==> src/rtl/bfp_pkg.sv <==
package bfp_pkg;

  typedef enum logic [1:0] {
    GROW_NONE = 2'd0,
    GROW_ONE  = 2'd1,
    GROW_TWO  = 2'd2
  } grow_e;

  localparam int unsigned GUARD_BITS = 3;

  function automatic grow_e grow_max(input grow_e a, input grow_e b);
    return (a > b) ? a : b;
  endfunction

endpackage

==> src/rtl/bfp_word_classifier.sv <==
module bfp_word_classifier
  import bfp_pkg::*;
#(
  parameter int unsigned WORD_W = 18
) (
  input  logic [WORD_W-1:0] word,
  output grow_e             cls
);

  localparam int unsigned TOP = WORD_W - 1;

  logic [GUARD_BITS-1:0] top_bits;

  always_comb begin
    top_bits = word[TOP -: GUARD_BITS];
    unique case (top_bits)
      3'b000, 3'b111: cls = GROW_NONE;
      3'b001, 3'b110: cls = GROW_ONE;
      default:        cls = GROW_TWO;
    endcase
  end

endmodule

==> src/rtl/bfp_stage_tracker.sv <==
module bfp_stage_tracker
  import bfp_pkg::*;
#(
  parameter int unsigned EXP_W = 5
) (
  input  logic             clk,
  input  logic             rst_n,
  input  logic             frame_start,
  input  logic             word_valid,
  input  grow_e            word_cls,
  input  logic             stage_end,
  output logic [1:0]       shift,
  output logic             shift_valid,
  output logic [EXP_W-1:0] block_exp
);

  localparam logic [EXP_W-1:0] EXP_MAX = {EXP_W{1'b1}};

  grow_e            stage_max_q, stage_max_d;
  grow_e            stage_cand;
  logic [1:0]       shift_q, shift_d;
  logic             pulse_q, pulse_d;
  logic [EXP_W-1:0] exp_q, exp_d;
  logic [EXP_W:0]   exp_sum;
  logic             close_stage;

  always_comb begin
    stage_cand  = word_valid ? grow_max(stage_max_q, word_cls) : stage_max_q;
    close_stage = stage_end && !frame_start;
    exp_sum     = {1'b0, exp_q} + {{(EXP_W-1){1'b0}}, stage_cand};

    stage_max_d = stage_cand;
    shift_d     = shift_q;
    pulse_d     = 1'b0;
    exp_d       = exp_q;

    if (frame_start) begin
      stage_max_d = GROW_NONE;
      shift_d     = 2'd0;
      exp_d       = '0;
    end else if (close_stage) begin
      stage_max_d = GROW_NONE;
      shift_d     = stage_cand;
      pulse_d     = 1'b1;
      exp_d       = exp_sum[EXP_W] ? EXP_MAX : exp_sum[EXP_W-1:0];
    end
  end

  always_ff @(posedge clk or negedge rst_n) begin
    if (!rst_n) begin
      stage_max_q <= GROW_NONE;
      shift_q     <= 2'd0;
      pulse_q     <= 1'b0;
      exp_q       <= '0;
    end else begin
      stage_max_q <= stage_max_d;
      shift_q     <= shift_d;
      pulse_q     <= pulse_d;
      exp_q       <= exp_d;
    end
  end

  assign shift       = shift_q;
  assign shift_valid = pulse_q;
  assign block_exp   = exp_q;

endmodule

==> src/rtl/bfp_lane_shifter.sv <==
module bfp_lane_shifter #(
  parameter int unsigned IN_W  = 18,
  parameter int unsigned OUT_W = 16
) (
  input  logic             clk,
  input  logic             rst_n,
  input  logic             en,
  input  logic [1:0]       shift,
  input  logic [IN_W-1:0]  din,
  output logic [OUT_W-1:0] dout
);

  logic signed [IN_W-1:0] shifted;
  logic [OUT_W-1:0]       dout_q, dout_d;

  always_comb begin
    shifted = $signed(din) >>> shift;
    dout_d  = en ? shifted[OUT_W-1:0] : dout_q;
  end

  always_ff @(posedge clk or negedge rst_n) begin
    if (!rst_n) dout_q <= '0;
    else        dout_q <= dout_d;
  end

  assign dout = dout_q;

endmodule

==> src/rtl/bfp_stage_scaler.sv <==
module bfp_stage_scaler
  import bfp_pkg::*;
#(
  parameter int unsigned IN_W  = 18,
  parameter int unsigned OUT_W = 16,
  parameter int unsigned EXP_W = 5
) (
  input  logic             clk,
  input  logic             rst_n,
  input  logic             frame_start,
  input  logic             res_valid,
  input  logic [IN_W-1:0]  res_re,
  input  logic [IN_W-1:0]  res_im,
  input  logic             stage_end,
  output logic [1:0]       shift_out,
  output logic             shift_valid,
  output logic [EXP_W-1:0] exp_out,
  input  logic             in_valid,
  input  logic [IN_W-1:0]  in_re,
  input  logic [IN_W-1:0]  in_im,
  output logic             out_valid,
  output logic [OUT_W-1:0] out_re,
  output logic [OUT_W-1:0] out_im
);

  localparam int unsigned LANES = 2;

  logic [1:0]            rst_sync_q;
  logic                  rst_sync_n;
  logic [IN_W-1:0]       res_word [LANES];
  logic [IN_W-1:0]       in_word  [LANES];
  logic [OUT_W-1:0]      out_word [LANES];
  grow_e                 lane_cls [LANES];
  grow_e                 word_cls;
  logic                  out_valid_q, out_valid_d;

  always_ff @(posedge clk or negedge rst_n) begin
    if (!rst_n) rst_sync_q <= 2'b00;
    else        rst_sync_q <= {rst_sync_q[0], 1'b1};
  end
  assign rst_sync_n = rst_sync_q[1];

  assign res_word[0] = res_re;
  assign res_word[1] = res_im;
  assign in_word[0]  = in_re;
  assign in_word[1]  = in_im;

  for (genvar g = 0; g < LANES; g++) begin : g_lane
    bfp_word_classifier #(.WORD_W(IN_W)) u_cls (
      .word (res_word[g]),
      .cls  (lane_cls[g])
    );

    bfp_lane_shifter #(.IN_W(IN_W), .OUT_W(OUT_W)) u_shf (
      .clk   (clk),
      .rst_n (rst_sync_n),
      .en    (in_valid),
      .shift (shift_out),
      .din   (in_word[g]),
      .dout  (out_word[g])
    );
  end

  assign word_cls = grow_max(lane_cls[0], lane_cls[1]);

  bfp_stage_tracker #(.EXP_W(EXP_W)) u_trk (
    .clk         (clk),
    .rst_n       (rst_sync_n),
    .frame_start (frame_start),
    .word_valid  (res_valid),
    .word_cls    (word_cls),
    .stage_end   (stage_end),
    .shift       (shift_out),
    .shift_valid (shift_valid),
    .block_exp   (exp_out)
  );

  always_comb out_valid_d = in_valid;

  always_ff @(posedge clk or negedge rst_sync_n) begin
    if (!rst_sync_n) out_valid_q <= 1'b0;
    else             out_valid_q <= out_valid_d;
  end

  assign out_valid = out_valid_q;
  assign out_re    = out_word[0];
  assign out_im    = out_word[1];

endmodule

==> config.mk <==
export PLATFORM = sky130hd
export DESIGN_NAME = bfp_stage_scaler
export DESIGN_NICKNAME = d
export VERILOG_FILES = /design/src/rtl/bfp_pkg.sv /design/src/rtl/bfp_word_classifier.sv /design/src/rtl/bfp_stage_tracker.sv /design/src/rtl/bfp_lane_shifter.sv /design/src/rtl/bfp_stage_scaler.sv
export SDC_FILE = /design/constraint.sdc
export NUM_CORES = 1
export LEC_CHECK = 0
export BUFFER_PORTS_ARGS = -buffer_cell sky130_fd_sc_hd__clkbuf_2
export CAP_MARGIN = 20
export CORE_ASPECT_RATIO = 1.25
export CORE_UTILIZATION = 41
export CTS_CLUSTER_DIAMETER = 40
export DETAILED_ROUTE_END_ITERATION = 8
export PLACE_DENSITY = 0.7
export SETUP_SLACK_MARGIN = 0.15
export SKIP_CTS_REPAIR_TIMING = 1
export SYNTH_ARGS = -nofsm -noshare
export SYNTH_HDL_FRONTEND = slang
export SYNTH_SLANG_ARGS = --single-unit
==> constraint.sdc <==
create_clock -name clk -period 3.6 [get_ports clk]
set_clock_uncertainty 0.1 [all_clocks]
set_input_delay 0.36 -clock clk [delete_from_list [all_inputs] [get_ports clk]]
set_output_delay 0.36 -clock clk [all_outputs]
set_load 0.1 [all_outputs]
# Yosys cells after proc, flatten, opt, wreduce, memory -nomap -nowiden

Index checks and enable logic that the tools add are counted.
W data, S select, Z words.

Logic and storage cells: 42
Output and inout bits: 41
Register bits after elaboration: 45

Muxes and demuxes: 14
Eq/ne operators: 6
Reductions and logical operators: 9
$lt $le $gt $ge: 2
Add/sub/neg operators: 1
Shift operators: 2

Operator list:

| cell                 | count |
|---|---|
| $sshr A18 B2 Y16     | 2 |
| $mux W5              | 3 |
| $mux W2              | 7 |
| $eq A3 B3 Y1 const B | 4 |
| $pmux W2 S2          | 2 |
| $reduce_or A2 Y1     | 4 |
| $add A5 B2 Y6        | 1 |
| $eq A3 B1 Y1 const B | 2 |
| $logic_not A3 Y1     | 2 |
| $gt A2 B2 Y1         | 2 |
| $mux W1              | 2 |
| $reduce_bool A2 Y1   | 1 |
| $logic_and A1 B1 Y1  | 1 |
| $logic_not A1 Y1     | 1 |

# Logic depth before layout (Yosys ltp)

Depth after elaboration: 12
Mapped depth: 18
Depth with buffers taken out: 18

# Hierarchy

Synthesis repeated with hierarchy kept, for this count alone.

Cells, all modules: 211
Area, all modules: 2691.3 µm²

By module, submodules not included:

| module              | area each (µm²) | times used | cells each |
|---|---|---|---|
| bfp_lane_shifter    | 933.4           | 2          | 64 |
| bfp_stage_tracker   | 605.6           | 1          | 60 |
| bfp_stage_scaler    | 156.4           | 1          | 15 |
| bfp_word_classifier | 31.3            | 2          | 4 |

# Least setup slack after synthesis

OpenSTA, ideal clock, no wires.

Kind: input -> register
From: input res_re[16]
To: register u_trk.exp_q[4] (netlist: u_trk.block_exp[4])
Arrival: 3370 ps
Cell stages on the path: 16
Path buffers: 0
Path slack: -7 ps
Cells stage by stage: xor2_1 > ha_1 > nor2b_1 > o21ai_0 > mux2i_1 > inv_1 > ha_1 > nand2b_1 > a21boi_1 > mux2i_1 > ha_1 > inv_1 > fa_1 > nand4b_1 > nor3_1 > a211oi_1

Word-level cells in the longest chain between the ends: 12
Elaborated cells between the ends (all ways): 16

RTL lines:

| element                              | RTL line                  | text |
|---|---|---|
| start, declared                      | bfp_stage_scaler.sv:12    | `input logic [IN_W-1:0] res_re,` |
| $eq A3 B1 Y1 (tied with other cells) | bfp_word_classifier.sv:16 | `unique case (top_bits)` |
| $reduce_or A2 Y1                     | bfp_word_classifier.sv:16 |  |
| $pmux W2 S2 *                        | bfp_word_classifier.sv:16 |  |
| $gt A2 B2 Y1                         | bfp_pkg.sv:12             | `return (a > b) ? a : b;` |
| $mux W2 *                            | bfp_pkg.sv:12             |  |
| $gt A2 B2 Y1                         | bfp_pkg.sv:12             |  |
| $mux W2 *                            | bfp_pkg.sv:12             |  |
| $mux W2 *                            | bfp_stage_tracker.sv:28   | `stage_cand = word_valid ? grow_max(stage_max_q, word_cls) : stage_max_q;` |
| $add A5 B2 Y6 *                      | bfp_stage_tracker.sv:30   | `exp_sum = {1'b0, exp_q} + {{(EXP_W-1){1'b0}}, stage_cand};` |
| $mux W5 *                            | bfp_stage_tracker.sv:45   | `exp_d = exp_sum[EXP_W] ? EXP_MAX : exp_sum[EXP_W-1:0];` |
| $mux W5 *                            | bfp_stage_tracker.sv:41   | `end else if (close_stage) begin` |
| $mux W5 *                            | bfp_stage_tracker.sv:37   | `if (frame_start) begin` |
| end signal, assigned                 | bfp_stage_tracker.sv:59   | `exp_q <= exp_d;` |
| end, declared                        | bfp_stage_tracker.sv:23   | `logic [EXP_W-1:0] exp_q, exp_d;` |

Mark *: on every way between the ends. The rest lies on a longest branch, timed or not. The select of a mux whose other input is x is not followed.
A chain may end at the register's enable or synchronous reset.

# Worst setup path in the final report

From: input res_im[16]
To: register u_trk.exp_q[4] (netlist: u_trk.block_exp[4])

Word-level cells in the longest chain between the ends: 12
Elaborated cells between the ends (all ways): 16

RTL lines:

| element                              | RTL line                  | text |
|---|---|---|
| start, declared                      | bfp_stage_scaler.sv:13    | `input logic [IN_W-1:0] res_im,` |
| $eq A3 B1 Y1 (tied with other cells) | bfp_word_classifier.sv:16 |  |
| $reduce_or A2 Y1                     | bfp_word_classifier.sv:16 |  |
| $pmux W2 S2 *                        | bfp_word_classifier.sv:16 |  |
| $gt A2 B2 Y1                         | bfp_pkg.sv:12             |  |
| $mux W2 *                            | bfp_pkg.sv:12             |  |
| $gt A2 B2 Y1                         | bfp_pkg.sv:12             |  |
| $mux W2 *                            | bfp_pkg.sv:12             |  |
| $mux W2 *                            | bfp_stage_tracker.sv:28   |  |
| $add A5 B2 Y6 *                      | bfp_stage_tracker.sv:30   |  |
| $mux W5 *                            | bfp_stage_tracker.sv:45   |  |
| $mux W5 *                            | bfp_stage_tracker.sv:41   |  |
| $mux W5 *                            | bfp_stage_tracker.sv:37   |  |

Marked as above.

==> flow_summary_export.csv <==
group,metric,value,unit
sta,maxSlewViolCount,0,
routing,vias,2027,
sta,final_period_minus_worst_setup_slack,3.37,ns
routing,drc_errors,0,
sta,layout_worst_path_cycle_share,93.6,%
pwr,p_leak,0.00158,uW
logic_synthesis,synth_seq_cells,45,
logic_synthesis,synth_cells,198,
placed_design,dp_hpwl,4160,um
cts,cts_made_buffers,5,
cts,cts_max_level,2,
grt,grt_max_degree,44,
floorplanning,io_pins,119,
logic_synthesis,netlist_area,0.00283,mm2
grt,grt_pass1_vias,1974,
logic_synthesis,synth-edff-count,0,
setup_path,cp-start-kind,"input pin",
logic_synthesis,yosysMostFrequentCell,"dfrtp_1",
sta,hold_slack,0.260,ns
placed_design,gp_congestion,0.719,
setup_path,slowest_stage,"fa_2",
floorplanning,rows,33,
logic_synthesis,synthTopCellsByArea,"dfrtp_1 (40%), mux4_2 (18%), mux2_4 (8.0%), mux2_2 (6.8%), mux4_1 (4.6%)",
cts,clock-sinks,45,
setup_path,critPathMaxFanout,3,
pwr,power_density,508,mW/mm2
floorplanning,core_area,0.00661,mm2
routing,routed_wirelength,5820,um
cts,clock-root-buffer,"clkbuf_8",
cells_and_area,drive_gt1_share,59.4,%
setup_path,crit_path_start,"res_im[16]",
setup_path,timing.critical_path.buf_inv,3,
logic_synthesis,netlist_top_cells_count,"dfrtp_1 (45), mux4_2 (23), mux2_2 (17)",
outcome,status,"complete, no violations",
sta,finalSetupViolCount,0,
logic_synthesis,postSynthAreaPerCell,14.3,um2
setup_path,critPathRequiredTime,3.68,ns
logic_synthesis,ys_types,39,
cells_and_area,finalNetCount,372,
setup_path,cp_data_arrival_time,3.45,ns
flow_run,max-cap-violations,0,
floorplanning,die_h,94.9,um
logic_synthesis,yosysTopAreaCell,"dfrtp_1",
setup_path,rr_endpoint,"u_trk.block_exp[4]",
floorplanning,die_w,76.3,um
logic_synthesis,async_reset_ff_share,100,%
grt,grt_usage,16.9,%
floorplanning,dieArea,0.00724,mm2
logic_synthesis,synth_top_area_share,39.8,%
routing,routed_via_density,5.43,
cts,cts_tree,"done",
grt,global_route.overflow_total,0,
sta,rsz0062_at_grt,"true",
cells_and_area,syn2layout_area_growth,23.3,%
logic_synthesis,synth_flop_cell,"dfrtp_1",
sta,worst_pin_slew,1.01,ns
setup_path,endpoint_kind,"flip-flop",
routing,drt-initial-drc-count,92,
logic_synthesis,ys_warn_count,0,
routing,antenna_left,0,
pwr,ir_drop,0.248,mV
placed_design,dp_slack,-0.0604,ns
setup_path,reg2reg_slack,0.95,ns
logic_synthesis,seq_area_frac_synth,39.8,%
setup_path,worstSetupPathType,"in2reg",
setup_path,worst_path_largest_cell_delay,0.34,ns
grt,grt_pass1_wl,9650,um
cts,clk_latency,0.29,ns
min_path,hp-class,"reg2reg",
cells_and_area,fillCellCount,615,
cts,clock_path_buffers,2,
setup_path,crit_cells,17,
cts,cts.clk_slew.worst_paths,0.09,ns
sta,slew-limit-headroom,32.7,%
grt,antenna_found_initial,0,
cells_and_area,antenna_cells,0,
sta,worst_slack,0.230,ns
setup_path,endpoint,"u_trk.block_exp[4]",
floorplanning,start_util,42.8,%
sta,hold_violations,0,
routing,wl_per_cell,15.6,um
logic_synthesis,synth_nets,285,
routing,drt_first_pass_iters,4,
setup_path,cp_top_family,"adder cells",
sta,fmax,297,MHz
setup_path,reg2reg_from,"u_trk.stage_max_q[1]",
placed_design,portBuffers,88,
setup_path,path_cells,"clkbuf_2 > xnor2_2 > ha_1 > nor2b_1 > o21ai_2 > mux2i_1 > inv_1 > ha_1 > nand2b_1 > a21boi_2 > mux2i_1 > ha_2 > inv_1 > fa_2 > nand4b_1 > nor3_2 > a211oi_2",
setup_path,worstRegToRegCells,11,
-- power breakdown --
| group | internal (uW) | switching (uW) |
|---|---|---|
| combinational | 215 | 606 |
| clock | 138 | 184 |
| sequential | 570 | 57.7 |
| total | 923 | 848 |
-- routing by layer --
metal,global-route usage [%],up-vias,wire (um),share of wire [%]
met4,4.81,0,64,1.1
met5,0,-,0,0
met3,3.38,6,257,4.4
li1,-,931,-,-
met2,28.3,63,2930,50
met1,22.3,1027,2570,44
-- stage by stage --
stage,instances,area (um2),util [%],total power (uW),setup TNS (ns)
6_report,373,3490,52.8,1770,0
5_1_grt,373,3490,52.8,1850,0
4_1_cts,370,3410,51.6,1780,0
3_5_place_dp,362,3320,50.2,1450,-0.0604
3_3_place_gp,362,3320,50.2,1440,0
2_1_floorplan,198,2830,-,1300,0
-- cell families after synthesis --
kind of cell	count (synthesis)	synth area share, %
AO/OA/AOI/OAI	21	4.87
XOR/XNOR	2	0.620
adder cells (fa/ha/maj)	9	4.25
buffers and inverters	25	5.00
flip-flops	45	39.8
multiplexers	66	39.8
other	1	0.133
AND/OR/NAND/NOR	29	5.49
-- registers in the layout, indices dropped and copies added (netlist names) --
signal             cells
g_lane.u_shf.dout     32
out_valid              1
u_trk.shift_valid      1
rst_sync_q             2
u_trk.stage_max_q      2
u_trk.block_exp        5
u_trk.shift            2
-- cells in the final DEF, fill, tap and decap left out, drive strengths merged, types with 2 or more instances in the layout --
cell type / n
a211oi: 4
buf: 5
clkbuf: 93
inv: 12
ha: 8
nand2b: 3
mux2: 32
mux4: 28
a311oi: 2
nor2b: 4
nand2: 7
o21ai: 6
dfrtp: 45
a21oi: 3
nor3: 3
nor2: 6
mux2i: 6
nand3b: 3
-- layout make-up --
cell class / count / area [um2] / share of cell area [%]
multi-input combinational: 128 / 1620 / 46.4
sequential: 45 / 1130 / 32.4
timing repair buffer: 94 / 500 / 14.4
tap: 87 / 109 / 3.12
clock buffer: 5 / 68.8 / 1.97
inverter: 11 / 41.3 / 1.18
clock inverter: 3 / 21.3 / 0.610
-- worst min path at each step --
stage	startpoint	to	slack (ns)	cells after the start
final	rst_sync_q[0]	rst_sync_q[1]	0.26	0
after global routing	rst_n	rst_sync_q[0]	0.25	2
after CTS	rst_n	rst_sync_q[1]	-0.28	1
after detailed placement	rst_n	rst_sync_q[0]	0.05	1
after global placement	rst_n	rst_sync_q[0]	0.05	1
after floorplan	rst_n	rst_sync_q[0]	-0.04	0
(Power assumes the default switching activity.)
